### config.mk
export PLATFORM = sky130hd
export DESIGN_NAME = fcmp_unit
export DESIGN_NICKNAME = d
export VERILOG_FILES = /design/src/rtl/fcmp_pkg.sv /design/src/rtl/fcmp_decode.sv /design/src/rtl/fcmp_classify.sv /design/src/rtl/fcmp_order.sv /design/src/rtl/fcmp_unit.sv
export SDC_FILE = /design/constraint.sdc
export NUM_CORES = 1
export LEC_CHECK = 0
export ABC_AREA = 1
export BUFFER_PORTS_ARGS = -buffer_cell sky130_fd_sc_hd__buf_4
export CAP_MARGIN = 10
export CORE_MARGIN = 2
export CORE_UTILIZATION = 52
export CTS_BUF_LIST = sky130_fd_sc_hd__clkbuf_2 sky130_fd_sc_hd__clkbuf_4 sky130_fd_sc_hd__clkbuf_8
export DETAILED_ROUTE_END_ITERATION = 7
export HOLD_SLACK_MARGIN = 0.1
export PLACE_DENSITY = 0.95
export SLEW_MARGIN = 40
export SYNTH_ARGS = -nofsm -noshare
export SYNTH_HDL_FRONTEND = slang
export SYNTH_SLANG_ARGS = --single-unit
### constraint.sdc
create_clock -name clk -period 3.2 [get_ports clk]
set_input_delay 0.32 -clock clk [delete_from_list [all_inputs] [get_ports clk]]
set_output_delay 0.32 -clock clk [all_outputs]
set_load 0.03 [all_outputs]
### src/rtl/fcmp_pkg.sv
package fcmp_pkg;

    // Fixed instruction-word fields (other units decode the same layout)
    localparam logic [3:0] OPC_MAJOR = 4'hF;
    localparam logic [3:0] FUNC_EQ   = 4'h4;
    localparam logic [3:0] FUNC_GT   = 4'h5;
    localparam int         RN_LSB    = 8;
    localparam int         RM_LSB    = 4;
    localparam int         IDX_W     = 4;

    typedef enum logic [1:0] {
        CMP_NONE = 2'd0,
        CMP_EQ   = 2'd1,
        CMP_GT   = 2'd2
    } cmp_op_e;

    typedef enum logic {
        ST_IDLE = 1'b0,
        ST_DONE = 1'b1
    } fcmp_state_e;

    typedef struct packed {
        logic sign;
        logic nan;
        logic snan;
        logic zero;
    } fp_class_t;

endpackage

### src/rtl/fcmp_decode.sv
module fcmp_decode
    import fcmp_pkg::*;
#(
    parameter int INSN_W = 16
) (
    input  logic [INSN_W-1:0] insn,
    input  logic              dbl_mode,
    output cmp_op_e           op,
    output logic [IDX_W-1:0]  rn_sel,
    output logic [IDX_W-1:0]  rm_sel,
    output logic              pair_ok
);
    localparam int MAJ_LSB = INSN_W - 4;

    assign rn_sel = insn[RN_LSB +: IDX_W];
    assign rm_sel = insn[RM_LSB +: IDX_W];

    // Double operands live in even register pairs: field LSBs must be 0
    assign pair_ok = !dbl_mode || (!insn[RN_LSB] && !insn[RM_LSB]);

    always_comb begin
        op = CMP_NONE;
        if (insn[MAJ_LSB +: 4] == OPC_MAJOR) begin
            unique case (insn[3:0])
                FUNC_EQ: op = CMP_EQ;
                FUNC_GT: op = CMP_GT;
                default: op = CMP_NONE;
            endcase
        end
    end
endmodule

### src/rtl/fcmp_classify.sv
module fcmp_classify
    import fcmp_pkg::*;
#(
    parameter int EXP_W  = 8,
    parameter int FRAC_W = 23
) (
    input  logic [EXP_W+FRAC_W:0]   value,
    output fp_class_t               cls,
    output logic [EXP_W+FRAC_W-1:0] mag
);
    localparam int MAG_W = EXP_W + FRAC_W;

    logic [EXP_W-1:0]  exp_f;
    logic [FRAC_W-1:0] frac_f;
    logic              exp_max;
    logic              frac_nz;

    assign exp_f   = value[MAG_W-1 -: EXP_W];
    assign frac_f  = value[FRAC_W-1:0];
    assign exp_max = &exp_f;
    assign frac_nz = |frac_f;
    assign mag     = value[MAG_W-1:0];

    always_comb begin
        cls.sign = value[MAG_W];
        cls.nan  = exp_max && frac_nz;
        cls.snan = exp_max && frac_nz && !frac_f[FRAC_W-1];
        cls.zero = (mag == '0);
    end
endmodule

### src/rtl/fcmp_order.sv
module fcmp_order
    import fcmp_pkg::*;
#(
    parameter int MAG_W = 31
) (
    input  fp_class_t        cls_n,
    input  fp_class_t        cls_m,
    input  logic [MAG_W-1:0] mag_n,
    input  logic [MAG_W-1:0] mag_m,
    output logic             is_eq,
    output logic             is_gt,
    output logic             unordered,
    output logic             sig_nan
);
    logic both_zero;
    logic same_sign;

    assign both_zero = cls_n.zero && cls_m.zero;
    assign same_sign = (cls_n.sign == cls_m.sign);
    assign unordered = cls_n.nan || cls_m.nan;
    assign sig_nan   = cls_n.snan || cls_m.snan;

    always_comb begin
        is_eq = !unordered && (both_zero || (same_sign && (mag_n == mag_m)));
        if (unordered || both_zero) begin
            is_gt = 1'b0;
        end else if (!same_sign) begin
            is_gt = !cls_n.sign;
        end else if (!cls_n.sign) begin
            is_gt = (mag_n > mag_m);
        end else begin
            is_gt = (mag_n < mag_m);
        end
    end
endmodule

### src/rtl/fcmp_unit.sv
module fcmp_unit
    import fcmp_pkg::*;
#(
    parameter int SP_EXP_W  = 8,
    parameter int SP_FRAC_W = 23,
    parameter int DP_EXP_W  = 11,
    parameter int DP_FRAC_W = 52,
    parameter int INSN_W    = 16
) (
    input  logic                                clk,
    input  logic                                rst_n,
    input  logic                                issue,
    input  logic [INSN_W-1:0]                   insn,
    input  logic                                dbl_mode,
    input  logic                                trap_inv_en,
    input  logic [DP_EXP_W+DP_FRAC_W:0]         opnd_n,
    input  logic [DP_EXP_W+DP_FRAC_W:0]         opnd_m,
    output logic [3:0]                          rn_sel,
    output logic [3:0]                          rm_sel,
    output logic                                t_flag,
    output logic                                cause_inv,
    output logic                                cmp_done
);
    localparam int SP_W   = 1 + SP_EXP_W + SP_FRAC_W;
    localparam int DP_W   = 1 + DP_EXP_W + DP_FRAC_W;
    localparam int SP_MAG = SP_W - 1;
    localparam int DP_MAG = DP_W - 1;
    localparam int N_OPS  = 2;  // index 0 = operand n, 1 = operand m

    cmp_op_e     op;
    logic        pair_ok;
    logic        accept;
    fcmp_state_e state_q, state_d;

    fcmp_decode #(.INSN_W(INSN_W)) u_decode (
        .insn     (insn),
        .dbl_mode (dbl_mode),
        .op       (op),
        .rn_sel   (rn_sel),
        .rm_sel   (rm_sel),
        .pair_ok  (pair_ok)
    );

    // Operand classification, one classifier per operand and precision
    logic [DP_W-1:0]   opnd_arr [N_OPS];
    fp_class_t         sp_cls   [N_OPS];
    fp_class_t         dp_cls   [N_OPS];
    logic [SP_MAG-1:0] sp_mag   [N_OPS];
    logic [DP_MAG-1:0] dp_mag   [N_OPS];

    assign opnd_arr[0] = opnd_n;
    assign opnd_arr[1] = opnd_m;

    for (genvar k = 0; k < N_OPS; k++) begin : g_cls
        fcmp_classify #(.EXP_W(SP_EXP_W), .FRAC_W(SP_FRAC_W)) u_sp (
            .value (opnd_arr[k][SP_W-1:0]),
            .cls   (sp_cls[k]),
            .mag   (sp_mag[k])
        );
        fcmp_classify #(.EXP_W(DP_EXP_W), .FRAC_W(DP_FRAC_W)) u_dp (
            .value (opnd_arr[k]),
            .cls   (dp_cls[k]),
            .mag   (dp_mag[k])
        );
    end

    logic sp_eq, sp_gt, sp_unord, sp_snan;
    logic dp_eq, dp_gt, dp_unord, dp_snan;

    fcmp_order #(.MAG_W(SP_MAG)) u_sp_order (
        .cls_n     (sp_cls[0]),
        .cls_m     (sp_cls[1]),
        .mag_n     (sp_mag[0]),
        .mag_m     (sp_mag[1]),
        .is_eq     (sp_eq),
        .is_gt     (sp_gt),
        .unordered (sp_unord),
        .sig_nan   (sp_snan)
    );

    fcmp_order #(.MAG_W(DP_MAG)) u_dp_order (
        .cls_n     (dp_cls[0]),
        .cls_m     (dp_cls[1]),
        .mag_n     (dp_mag[0]),
        .mag_m     (dp_mag[1]),
        .is_eq     (dp_eq),
        .is_gt     (dp_gt),
        .unordered (dp_unord),
        .sig_nan   (dp_snan)
    );

    // Precision select and per-operation result / invalid condition
    logic sel_eq, sel_gt, sel_unord, sel_snan;
    logic cmp_res, cmp_inv;

    assign sel_eq    = dbl_mode ? dp_eq    : sp_eq;
    assign sel_gt    = dbl_mode ? dp_gt    : sp_gt;
    assign sel_unord = dbl_mode ? dp_unord : sp_unord;
    assign sel_snan  = dbl_mode ? dp_snan  : sp_snan;

    always_comb begin
        unique case (op)
            CMP_EQ: begin
                cmp_res = sel_eq;
                cmp_inv = sel_snan;
            end
            CMP_GT: begin
                cmp_res = sel_gt;
                cmp_inv = sel_unord;
            end
            default: begin
                cmp_res = 1'b0;
                cmp_inv = 1'b0;
            end
        endcase
    end

    assign accept = issue && (op != CMP_NONE) && pair_ok;

    // Controller: next state
    always_comb begin
        unique case (state_q)
            ST_IDLE: state_d = accept ? ST_DONE : ST_IDLE;
            ST_DONE: state_d = accept ? ST_DONE : ST_IDLE;
            default: state_d = ST_IDLE;
        endcase
    end

    // Controller: state register
    always_ff @(posedge clk) begin
        if (!rst_n) begin
            state_q <= ST_IDLE;
        end else begin
            state_q <= state_d;
        end
    end

    // Architectural outputs: cause replaced, flag written or held
    always_ff @(posedge clk) begin
        if (!rst_n) begin
            t_flag    <= 1'b0;
            cause_inv <= 1'b0;
        end else if (accept) begin
            cause_inv <= cmp_inv;
            if (cmp_inv) begin
                t_flag <= trap_inv_en ? t_flag : 1'b0;
            end else begin
                t_flag <= cmp_res;
            end
        end
    end

    assign cmp_done = (state_q == ST_DONE);

endmodule

==> run metrics <==
status=finished, final reports clean; Reg2Reg Depth=4; Comb pwr share=0.750; Hold Path Origin=rst_n; cts hold-fix bufs=0; sequential element share of the synthesized area=0.0193; Worst Tran Pin Value=0.395 ns; CTS root buf=clkbuf_8; worst-path fanout max=3; Hold Path Sink=cause_inv; Synth top cells by count=nand2_1 (143), inv_1 (105), nor2_1 (77); Initial Util=0.533; first-pass GRT wire length=15.9 mm; Routed WL per cell=12.8 µm; drt via density=approximately 5.2; row count=28; Total GRT Usage=0.295; FF+latch area=~60 µm²; area of the multi-input gates=between 0.002 and 0.003 mm²; met2 Track Usage GR=0.570; PostCTS Resize Cnt=0; DRC errors left=0; Port Buffer Count=147; post-route ant nets=0; compound-cell area share of the yosys netlist=0.0670; library cells used by synthesis=26; switching share of power=0.426; worst skew pair latency=0.21 ns; peak supply drop=0.248 mV; CTS Buf Count=3; final setup vio count=0; post-route cell area=between 0.004 and 0.005 mm²; share of cells above drive strength 1=0.271; Post-Synth Adder-Cell Area=0.265; worst reg2reg setup slack=about 2.5 ns; I/O pins=160; CTS max path bufs=2; Setup CP Type=input pin to register; Syn Nets=780; final core occ=0.736; Clk pin slew, worst setup/hold paths=0.03 ns; kind of end point of the critical path=register; Setup WS pre-CTS=0.971 ns; GR peak layer=met2; RSZ-0062 raised after global routing=false; worst hold path depth=3; Final min period=2.03 ns; syn avg cell area=5.52 µm²; Rel. slew slack=0.734; top cell type's share of synthesized area=0.265; fillcell total=506; Post-Synth XOR/XNOR Area=0.00281; antenna cells=0; Tcrit/Tclk final=0.634; FF+latch count, synth=3; top area cells in the synthesized netlist=ha_1 (26%), nand2_1 (17%), inv_1 (13%), nor2_1 (9.3%), nand4_1 (6.8%); vias in the first global route=3902; CTS tree=built; top-count cell post-synth=nand2_1; post-route setup TNS=0 ns; Startpoint Class=input pin; Post CTS Setup Buffer Count=0; P_int=around 0.36 mW; cell accounting for the most synthesized area=ha_1; Max Freq=0.493 GHz; WP data required=3.35 ns; post-detail-place hpwl=8.95 mm; Worst R2R End=t_flag; Placed Cells=between 700 and 800; Fin Clk Skew=0 ns; number of flops mapped to enable cells by yosys=0; met1 usage=0.361; max-cap violations=0; final number of max-transition violations=0; P&R area growth vs syn=38.0%; Flop pwr share=0.060; fin cells=783; Synth Area in Simple Gates=0.481; RR Startpoint=t_flag; Critical Path Start=opnd_n[6]; Leak=2.47 nW; mux contribution to synthesized area=0; PwrDens=147 mW/mm²; gp weighted congestion=0.866; 1st-pass router iterations=5; Layout Nets=between 900 and 1000; initial antenna violation count=0; yosys warns=0; met3 Use GR=0.0143; Die X=81.5 µm; drt total wl=about 10 mm; largest family of logic cells by synthesized area=simple AND/OR/NAND/NOR gates; H-tree depth=1; Sinks on Clock Net=3; placed instance area=approximately 0.0043 mm²; die height=81.5 µm; worst hold path type=input pin to register; Die ar.=0.00663 mm²; drt initial violations=141; clock power share=0.191; switching power=~0.27 mW; Async SR Flop Fraction=0; Cell Area, Synth=approximately 0.0031 mm²; Most used DFF post-synth=dfxtp_1; Core ar.=0.00585 mm²; Mapped Cells=565; Hold Violations, Final=0; pin count of the biggest net entering global routing=6; vias post-DR=approximately 4100; worst setup margin=1.17 ns; CP arrival=2.18 ns; grt ovf=0
==> stage by stage <==
stage	hold WS [ns]	total power [mW]
global placement	0.533	0.494
floorplan	0.458	0.294
CTS	0.369	0.631
finish	0.371	0.634
global route	0.383	0.697
detailed placement	0.537	0.508
==> state kept, by name (all words and copies together) (netlist names) <==
signal,count
t_flag,1
cause_inv,1
cmp_done,1
==> worst max-delay path by stage <==
| stage | end | slack [ns] |
|---|---|---|
| after floorplan | t_flag | 1.41 |
| after global placement | t_flag | 1.05 |
| after detailed placement | t_flag | 0.97 |
| after CTS | t_flag | 1.17 |
| after global routing | t_flag | 0.96 |
| final | t_flag | 1.17 |
==> routing by layer <==
layer,part of all wire,wire length [µm]
met3,0.051,511
met1,0.44,4410
met2,0.49,4950
met4,0.013,130
met5,0,0
==> power groups by stage <==
stage / sequential (mW) / clock, mW / combinational [mW]
after floorplan: 0.0384 / 0 / 0.256
after global placement: 0.0382 / 0 / 0.456
after detailed placement: 0.0383 / 0 / 0.469
after CTS: 0.0377 / 0.121 / 0.472
after global routing: 0.0377 / 0.124 / 0.535
final: 0.0377 / 0.121 / 0.475
==> kinds of logic (layout without fill, tap and decap cells) <==
| kind of cell | Yosys count | count (layout) |
|---|---|---|
| AND/OR/NAND/NOR | 329 | 329 |
| buffers and inverters | 129 | 272 |
| adder cells (fa/ha/maj) | 66 | 66 |
| AO/OA/AOI/OAI | 37 | 37 |
| flip-flops | 3 | 3 |
| XOR/XNOR | 1 | 1 |
==> final cells by class <==
type,count,share of cell area
Clock buffer,4,0.0113
Tap cell,75,0.0218
Inverter,121,0.105
Sequential cell,3,0.0139
Timing Repair Buffer,147,0.256
Multi-Input combinational cell,433,0.591
==> cell usage in the layout, fill, tap and decap left out <==
cell type and n:
o211ai_2 1, a21o_1 2, nor4_1 8, inv_2 15, o21ai_0 4, dfxtp_1 3
nand2_2 7, nand2_1 143, buf_4 147, o211ai_1 2, nand4_2 2, nor2_1 77
xnor2_1 1, nand3b_1 1, clkbuf_4 1, clkinv_1 1, nor2_4 4, a21oi_1 26
clkbuf_8 3, o21a_1 1, ha_1 66, nand4_1 34, inv_1 105, nor3b_2 2
nand3_1 29, nor2_2 9, a21oi_2 1, nor3_1 13
==> critical path, cell delays in order <==
cell	delay [ns]
buf_4	0.11
ha_1	0.32
nand2_1	0.10
inv_1	0.04
a21oi_1	0.16
nand2_1	0.09
nand2_1	0.06
nand2_1	0.04
nand2_1	0.09
nand2_1	0.07
nand2_1	0.06
nand2_1	0.08
a21oi_1	0.17
nand2_1	0.09
nand2_1	0.06
nand2_1	0.05
nand2_1	0.06
nand2_1	0.06
a21oi_2	0.12
No activity file was read; power rests on OpenSTA's default activity.
